## src/rtl/ssq_pkg.sv

```systemverilog
package ssq_pkg;

   typedef enum logic [1:0] {
      SS_IDLE = 2'd0,
      SS_RUN  = 2'd1,
      SS_DONE = 2'd2
   } ss_state_t;

endpackage

```

## src/rtl/ssq_interval_timer.sv

```systemverilog
module ssq_interval_timer #(
   parameter int LIMIT = 16,
   localparam int CNT_W = (LIMIT > 1) ? $clog2(LIMIT) : 1
) (
   input  logic clk,
   input  logic rst_n,
   input  logic run,
   input  logic clear,
   output logic tick
);
   localparam logic [CNT_W-1:0] LAST = CNT_W'(LIMIT - 1);

   logic [CNT_W-1:0] cnt;

   always_ff @(posedge clk or negedge rst_n) begin
      if (!rst_n) begin
         cnt <= '0;
      end else if (clear) begin
         cnt <= '0;
      end else if (run) begin
         cnt <= (cnt == LAST) ? '0 : cnt + 1'b1;
      end
   end

   assign tick = run && !clear && (cnt == LAST);

endmodule

```

## src/rtl/ssq_code_stepper.sv

```systemverilog
module ssq_code_stepper #(
   parameter int NUM_STEPS = 8,
   localparam int CODE_W = $clog2(NUM_STEPS + 1)
) (
   input  logic              clk,
   input  logic              rst_n,
   input  logic              load,
   input  logic              clear,
   input  logic              step,
   output logic [CODE_W-1:0] code,
   output logic              at_last
);
   localparam logic [CODE_W-1:0] FULL = CODE_W'(NUM_STEPS);

   always_ff @(posedge clk or negedge rst_n) begin
      if (!rst_n) begin
         code <= '0;
      end else if (clear) begin
         code <= '0;
      end else if (load) begin
         code <= FULL;
      end else if (step && (code != '0)) begin
         code <= code - 1'b1;
      end
   end

   assign at_last = (code == CODE_W'(1));

endmodule

```

## src/rtl/soft_start_seq.sv

```systemverilog
module soft_start_seq
   import ssq_pkg::*;
#(
   parameter int CYC_PER_US   = 100,
   parameter int PRECHARGE_US = 12,
   parameter int STEP_US      = 3000,
   parameter int NUM_STEPS    = 8,
   localparam int CODE_W = $clog2(NUM_STEPS + 1)
) (
   input  logic              clk,
   input  logic              rst_n,
   input  logic              start_i,
   input  logic              uv_rst_i,
   output logic              precharge_en_o,
   output logic [CODE_W-1:0] sink_code_o,
   output logic              sink_en_o,
   output logic              burst_arm_o,
   output logic              ss_done_o
);
   localparam int PRE_CYC  = PRECHARGE_US * CYC_PER_US;
   localparam int STEP_CYC = STEP_US * CYC_PER_US;

   generate
      if (CYC_PER_US < 1) begin : g_bad_clk
         $error("CYC_PER_US must be at least 1");
      end
      if (NUM_STEPS < 1) begin : g_bad_steps
         $error("NUM_STEPS must be at least 1");
      end
      if (PRE_CYC < 2) begin : g_bad_pre
         $error("precharge window must span at least 2 cycles");
      end
      if (PRE_CYC >= STEP_CYC) begin : g_bad_order
         $error("precharge window must end before the first step");
      end
   endgenerate

   ss_state_t state_q, state_d;
   logic      pre_q, arm_q;
   logic      start_ok, pre_tick, step_tick, at_last;

   assign start_ok = (state_q == SS_IDLE) && start_i && !uv_rst_i;

   always_comb begin
      state_d = state_q;
      if (uv_rst_i) begin
         state_d = SS_IDLE;
      end else begin
         unique case (state_q)
            SS_IDLE: if (start_i)              state_d = SS_RUN;
            SS_RUN:  if (step_tick && at_last) state_d = SS_DONE;
            default: state_d = state_q;
         endcase
      end
   end

   always_ff @(posedge clk or negedge rst_n) begin
      if (!rst_n) begin
         state_q <= SS_IDLE;
         pre_q   <= 1'b0;
         arm_q   <= 1'b0;
      end else begin
         state_q <= state_d;
         if (uv_rst_i) begin
            pre_q <= 1'b0;
            arm_q <= 1'b0;
         end else begin
            if (start_ok)      pre_q <= 1'b1;
            else if (pre_tick) pre_q <= 1'b0;
            if (pre_tick)      arm_q <= 1'b1;
         end
      end
   end

   ssq_interval_timer #(.LIMIT(PRE_CYC)) u_pre_timer (
      .clk   (clk),
      .rst_n (rst_n),
      .run   (pre_q),
      .clear (uv_rst_i || !pre_q),
      .tick  (pre_tick)
   );

   ssq_interval_timer #(.LIMIT(STEP_CYC)) u_step_timer (
      .clk   (clk),
      .rst_n (rst_n),
      .run   (state_q == SS_RUN),
      .clear (uv_rst_i || (state_q != SS_RUN)),
      .tick  (step_tick)
   );

   ssq_code_stepper #(.NUM_STEPS(NUM_STEPS)) u_stepper (
      .clk     (clk),
      .rst_n   (rst_n),
      .load    (start_ok),
      .clear   (uv_rst_i),
      .step    (step_tick),
      .code    (sink_code_o),
      .at_last (at_last)
   );

   assign precharge_en_o = pre_q;
   assign burst_arm_o    = arm_q;
   assign sink_en_o      = (state_q == SS_RUN);
   assign ss_done_o      = (state_q == SS_DONE);

endmodule

```

## config.mk

```make
export PLATFORM = sky130hd
export DESIGN_NAME = soft_start_seq
export DESIGN_NICKNAME = d
export VERILOG_FILES = /design/src/rtl/ssq_pkg.sv /design/src/rtl/ssq_interval_timer.sv /design/src/rtl/ssq_code_stepper.sv /design/src/rtl/soft_start_seq.sv
export SDC_FILE = /design/constraint.sdc
export NUM_CORES = 1
export LEC_CHECK = 0
export BUFFER_PORTS_ARGS = -buffer_cell sky130_fd_sc_hd__buf_2
export CAP_MARGIN = 20
export CORE_MARGIN = 2
export CORE_UTILIZATION = 55
export DETAILED_ROUTE_END_ITERATION = 6
export PLACE_DENSITY_LB_ADDON = 0.3
export SYNTH_ARGS = -nofsm -noshare
export SYNTH_HDL_FRONTEND = slang
export SYNTH_HIERARCHICAL = 1
export SYNTH_SLANG_ARGS = --single-unit
```

## constraint.sdc

```tcl
create_clock -name clk -period 2.55 [get_ports clk]
set_clock_uncertainty 0.1 [all_clocks]
set_input_delay 0.6375 -clock clk [delete_from_list [all_inputs] [get_ports clk]]
set_output_delay 0.6375 -clock clk [all_outputs]
set_load 0.02 [all_outputs]
```

Yosys cells after proc, flatten, opt, wreduce, memory -nomap -nowiden
Index checks and enable logic that the tools add are counted.

Flip-flop bits (word level): 38. Word-level logic and storage cells: 58.

Add/subtract/negate cells: 3. Equal/unequal tests: 8. Muxes and demuxes: 18. Reductions and logical operators: 23.

Operators with widths (number): $mux 19 (3); $mux 11 (3); $add 19x1->19 const B (1); $eq 19x19->1 const B (1); $mux 4 (3); $add 11x1->11 const B (1); $eq 11x11->1 const B (1); $reduce_bool 3->1 (3); $logic_and 1x1->1 (8); $mux 2 (3); $ne 3x3->1 const B (2); $reduce_bool 2->1 (3); $mux 1 (5); $eq 4x1->1 const B (1); $logic_not 1->1 (4); $pmux 2 s2 (1); $reduce_bool 4->1 (1); $sub 4x1->4 const B (1); $reduce_and 3->1 (1); $eq 2x1->1 const B (1); $eq 2x2->1 const B (1); $logic_not 2->1 (1); $logic_or 1x1->1 (2); $ne 2x1->1 const B (1).

Longest topological paths before layout
Depth in word-level cells: 9. Gate-level depth with buffers: 7. Mapped depth without buffers: 7.

Modules after synthesis
The synthesis kept the hierarchy.

By module, submodules not included: ssq_interval_timer at u_step_timer (times used 1, cells an instance 124, area an instance 1094.8 sq um); ssq_interval_timer at u_pre_timer (times used 1, cells an instance 67, area an instance 635.6 sq um); ssq_code_stepper (times used 1, cells an instance 28, area an instance 264.0 sq um); soft_start_seq (times used 1, cells an instance 20, area an instance 198.9 sq um).

Least setup slack after synthesis
OpenSTA, ideal clock, no wires.

Path kind: register to register. Start point: register state_q[0]. End point: register u_stepper.code[1]. Library setup time: 0.094 ns. Data arrival time: 2.499 ns. Data required time: 2.356 ns. Slack: -0.143 ns. Cell stages (with the launch flop): 8. Path buffers: 0. Cells stage by stage: dfrtp_1 > nor2b_1 > nand2b_1 > nand2b_1 > nor3_1 > inv_1 > or3_1 > a211oi_1.

Elaborated cells between the ends (all ways): 13. Classes of those cells: eq/ne (2); mux (2); reduce/logical (9).

RTL lines: start, declared (RTL line soft_start_seq.sv:38) `ss_state_t state_q, state_d;`; start signal, assigned (RTL line soft_start_seq.sv:63) `state_q <= state_d;`; $eq 2x1->1; named net sink_en_o (RTL line soft_start_seq.sv:16) `output logic sink_en_o,`; $logic_and 1x1->1 (2 in a row) (RTL line ssq_interval_timer.sv:25) `assign tick = run && !clear && (cnt == LAST);`; named net step_tick (RTL line soft_start_seq.sv:40) `logic start_ok, pre_tick, step_tick, at_last;`; $logic_and 1x1->1 (RTL line ssq_code_stepper.sv:22) `end else if (step && (code != '0)) begin`; $reduce_bool 3->1 (no source line); end signal, assigned (RTL line ssq_code_stepper.sv:23) `code <= code - 1'b1;`; end, declared (RTL line ssq_code_stepper.sv:10) `output logic [CODE_W-1:0] code,`.

The timed path passes the listed nets, and every way through them passes these cells. A chain may end at the register's enable or synchronous reset.

Final worst setup path
Start point: register u_step_timer.cnt[8]. End point: register u_stepper.code[1].

Longest elaborated chain between the ends: 4.

RTL lines: start, declared (RTL line ssq_interval_timer.sv:13) `logic [CNT_W-1:0] cnt;`; start signal, assigned (RTL line ssq_interval_timer.sv:21) `cnt <= (cnt == LAST) ? '0 : cnt + 1'b1;`; $eq 19x19->1 (RTL line ssq_interval_timer.sv:25); $logic_and 1x1->1 (RTL line ssq_interval_timer.sv:25); named net step_tick (RTL line soft_start_seq.sv:40); $logic_and 1x1->1 (RTL line ssq_code_stepper.sv:22); $reduce_bool 3->1 (no source line).

The timed path passes the listed nets, and every way through them passes these cells.

==> impl_metrics.csv <==
group,metric,value,unit
critical_path,required,2.65,ns
critical_path,arrival,2.47,ns
drt,first_pass_iters,4,
global_routing,grt_usage,23.2,%
cells_and_area,finalNetCount,267,
power,seqPwrFrac,55.5,%
floorplan,ios,12,
power,cell_internal_pwr,0.845,mW
critical_path,timing.setup.critical_path_class,"flop to flop",
drt,drtIter0Drc,142,
sta,whs,0.333,ns
critical_path,crit_path_end_kind,"flop",
cells_and_area,drive_gt1_share,15.4,%
drt,vias_per_cell,6.13,
cts,numClockSinks,38,
logic_synthesis,yosys.area_share.simple,31.9,%
floorplan,start_util,58.6,%
drt,wl_per_cell,14.2,µm
logic_synthesis,syn-num-nets,248,
logic_synthesis,synth_flop_cell,"dfrtp_1",
sta,final-hold-violation-count,0,
floorplan,die_x,67.2,µm
critical_path,r2r_slack,0.18,ns
global_routing,antenna_found_initial,0,
power,share_comb_of_total_power,5.8,%
sta,slew_headroom,44.9,%
sta,period_share,93.0,%
logic_synthesis,ys_warn_count,6,
drt,routed_wl,4370,µm
global_routing,grt_start_max_net_pins,39,
power,p_leak,1.01,nW
power,p_per_area,456,mW/mm²
cells_and_area,area_growth,10.6,%
sta,finalSetupViolations,0,
floorplan,die_area,0.00451,mm²
logic_synthesis,synth_top_area_share,43.4,%
logic_synthesis,netlist_area,0.00219,mm²
power,power_frac_clock,38.7,%
logic_synthesis,synth_top_family_by_area,"simple AND/OR/NAND/NOR gates",
critical_path,path_max_fanout,7,
drt,ant_nets,0,
cts,cts-root-buf,"clkbuf_8",
logic_synthesis,yosysTopAreaCell,"dfrtp_1",
cts,ctsHoldBuffers,0,
sta,worst_pin_slew,0.826,ns
logic_synthesis,synth_compound_area_share,17.7,%
sta,rsz0062_at_grt,"false",
flow_run,drv_cap,0,
outcome,status,"finished, final reports clean",
cts,clk_pin_slew,0.07,ns
critical_path,crit_path_start,"u_step_timer/cnt[8]$_DFFE_PN0P_",
logic_synthesis,netlist_instances,239,
logic_synthesis,ys_types,55,
global_routing,grt_pass1_wl,7880,µm
critical_path,startpoint_type,"flop",
cts,insertion_delay,0.29,ns
cts,cts_max_level,2,
logic_synthesis,syn_avg_cell_area,9.18,µm²
min_path,hp-class,"input pin to async pin",
logic_synthesis,async_flop_share,100,%
power,power_switching,0.261,mW
logic_synthesis,netlist_top_cells_area,"dfrtp_1 43%, nand2_1 4.8%, nor2_1 3.8%",
sta,fmax,422,MHz
critical_path,crit_end,"u_stepper/code[1]$_DFFE_PN0P_",
placed_design,io_buffers,11,
critical_path,rr_startpoint,"u_step_timer/cnt[8]$_DFFE_PN0P_",
global_routing,grt_pass1_vias,1732,
power,ir_worst_vdd,0.000371,V
logic_synthesis,synth_seq_cells,38,
logic_synthesis,synth-edff-count,0,
drt,vias,1882,
cts,cts_tree,"yes",
cts,cts_buffer_depth,2,
cts,cts-buffers-inserted,5,
floorplan,rows,22,
floorplan,die_y,67.2,µm
sta,final.min_clock_period,2.37,ns
global_routing,grt-ovfl-total,0,
logic_synthesis,seq_area_frac_synth,43.4,%
logic_synthesis,synthMuxAreaShare,1.43,%
placed_design,dp_hpwl,3090,µm
logic_synthesis,synth-xor-area-share,0.799,%
drt,route.detailed.drc,0,
floorplan,fp.coreArea,0.00374,mm²
sta,setup-tns-final,0,ns
power,switching_share,23.6,%
cells_and_area,diodes,0,
sta,finalMaxSlewViolations,0,
placed_design,place.gp.congestion,0.888,
critical_path,ff2ff_path_depth,6,
critical_path,r2r-end,"u_stepper/code[1]$_DFFE_PN0P_",
logic_synthesis,synth_fa_ha_area_share,2.85,%
cts,cts_setup_buffers,0,
registers in the layout (all words and copies together), names as in the netlist:
signal	cells
u_step_timer/cnt	19
u_pre_timer/cnt	11
u_stepper/code	4
state_q	2
burst_arm_o	1
precharge_en_o	1
cells in the final DEF (no fill, tap or decap), types with 7 or more instances in the layout:
cell type	netlist	final
a21oi_1	11	11
nand3_1	13	13
or3_1	7	7
nor2_1	22	22
buf_2	1	11
nor3_1	14	14
nand4_1	9	9
dfrtp_1	38	38
inv_1	8	8
nand2_1	28	28
per-layer routing:
layer,vias to the layer above,part of all wire [%],track usage (%),wire length [µm]
li1,938,-,-,-
met1,904,49,32.6,2150
met2,34,46,35.9,2030
met3,6,3.1,4.50,137
met4,0,1.2,8.42,52
met5,-,0,0,0
Yosys cell counts (3+ instances only):
cell type  instances
and3_1             3
or3_1              7
nor2_1            22
ha_1               5
inv_1              8
dfrtp_1           38
nand2b_1           6
a221o_1            5
o311ai_1           3
a31oi_1            4
a211oi_1           4
nor3_1            14
nor2b_1            3
a21oi_1           11
nor3b_1            4
nand4_1            9
o21ai_0            6
nand3_1           13
nand2_1           28
through the flow:
step	cells	power (mW)	setup slack, ns	utilization [%]	cell area [µm²]
6_report	307	1.11	0.179	64.8	2430
5_1_grt	307	1.15	0.0477	64.8	2430
4_1_cts	307	1.12	0.113	64.6	2420
3_5_place_dp	299	0.691	0.0518	62.2	2330
3_3_place_gp	299	0.690	0.228	62.2	2330
2_1_floorplan	239	0.659	0.101	-	2200
power by group through the flow:
| stage | clock (mW) | sequential (mW) | combinational (mW) |
|---|---|---|---|
| 6_report | 0.428 | 0.613 | 0.0647 |
| 5_1_grt | 0.465 | 0.614 | 0.0738 |
| 4_1_cts | 0.438 | 0.613 | 0.0657 |
| 3_5_place_dp | 0 | 0.625 | 0.0657 |
| 3_3_place_gp | 0 | 0.625 | 0.0650 |
| 2_1_floorplan | 0 | 0.626 | 0.0329 |
what timing repair did:
item                       in CTS  in global routing
hold endpoints to repair        0                  0
setup endpoints to repair       0                  1
gates resized for setup         0                  1
cells by family (layout without fill, tap and decap cells):
family                     Yosys count  in the layout
xor gates and xnor gates             2              2
adders and majority gates            5              5
AOI/OAI and AO/OA                   51             51
and+or+nand+nor                    129            129
DFF                                 38             38
muxes                                3              3
buffers and inverters               11             31
worst max-delay path, cell delays in order, from the launching register on:
cell	delay (ns)
dfrtp_1	0.47
nand4_2	0.19
or4b_4	0.59
nor3_1	0.28
inv_1	0.11
or3_1	0.36
a211oi_1	0.20
final cells by class:
cell class | count | area [µm²]
Fill cell | 316 | 1320
Multi-Input combinational cell | 190 | 1210
Sequential cell | 38 | 951
Clock buffer | 7 | 86.3
Timing Repair Buffer | 15 | 85.1
Tap cell | 48 | 60.1
Inverter | 8 | 30.0
Clock inverter | 1 | 5.00
how the worst min path moves through the flow:
stage / start / endpoint / slack (ns) / depth (start not counted)
after detailed placement: burst_arm_o$_DFFE_PN0P_ / burst_arm_o$_DFFE_PN0P_ / 0.40 / 2
final: rst_n / u_pre_timer/cnt[5]$_DFFE_PN0P_ / 0.33 / 1
after floorplan: rst_n / burst_arm_o$_DFFE_PN0P_ / 0.24 / 0
after global placement: burst_arm_o$_DFFE_PN0P_ / burst_arm_o$_DFFE_PN0P_ / 0.37 / 2
after CTS: rst_n / u_pre_timer/cnt[5]$_DFFE_PN0P_ / 0.37 / 1
after global routing: rst_n / state_q[0]$_DFFE_PN0P_ / 0.42 / 1
No activity file was read; power rests on OpenSTA's default activity.
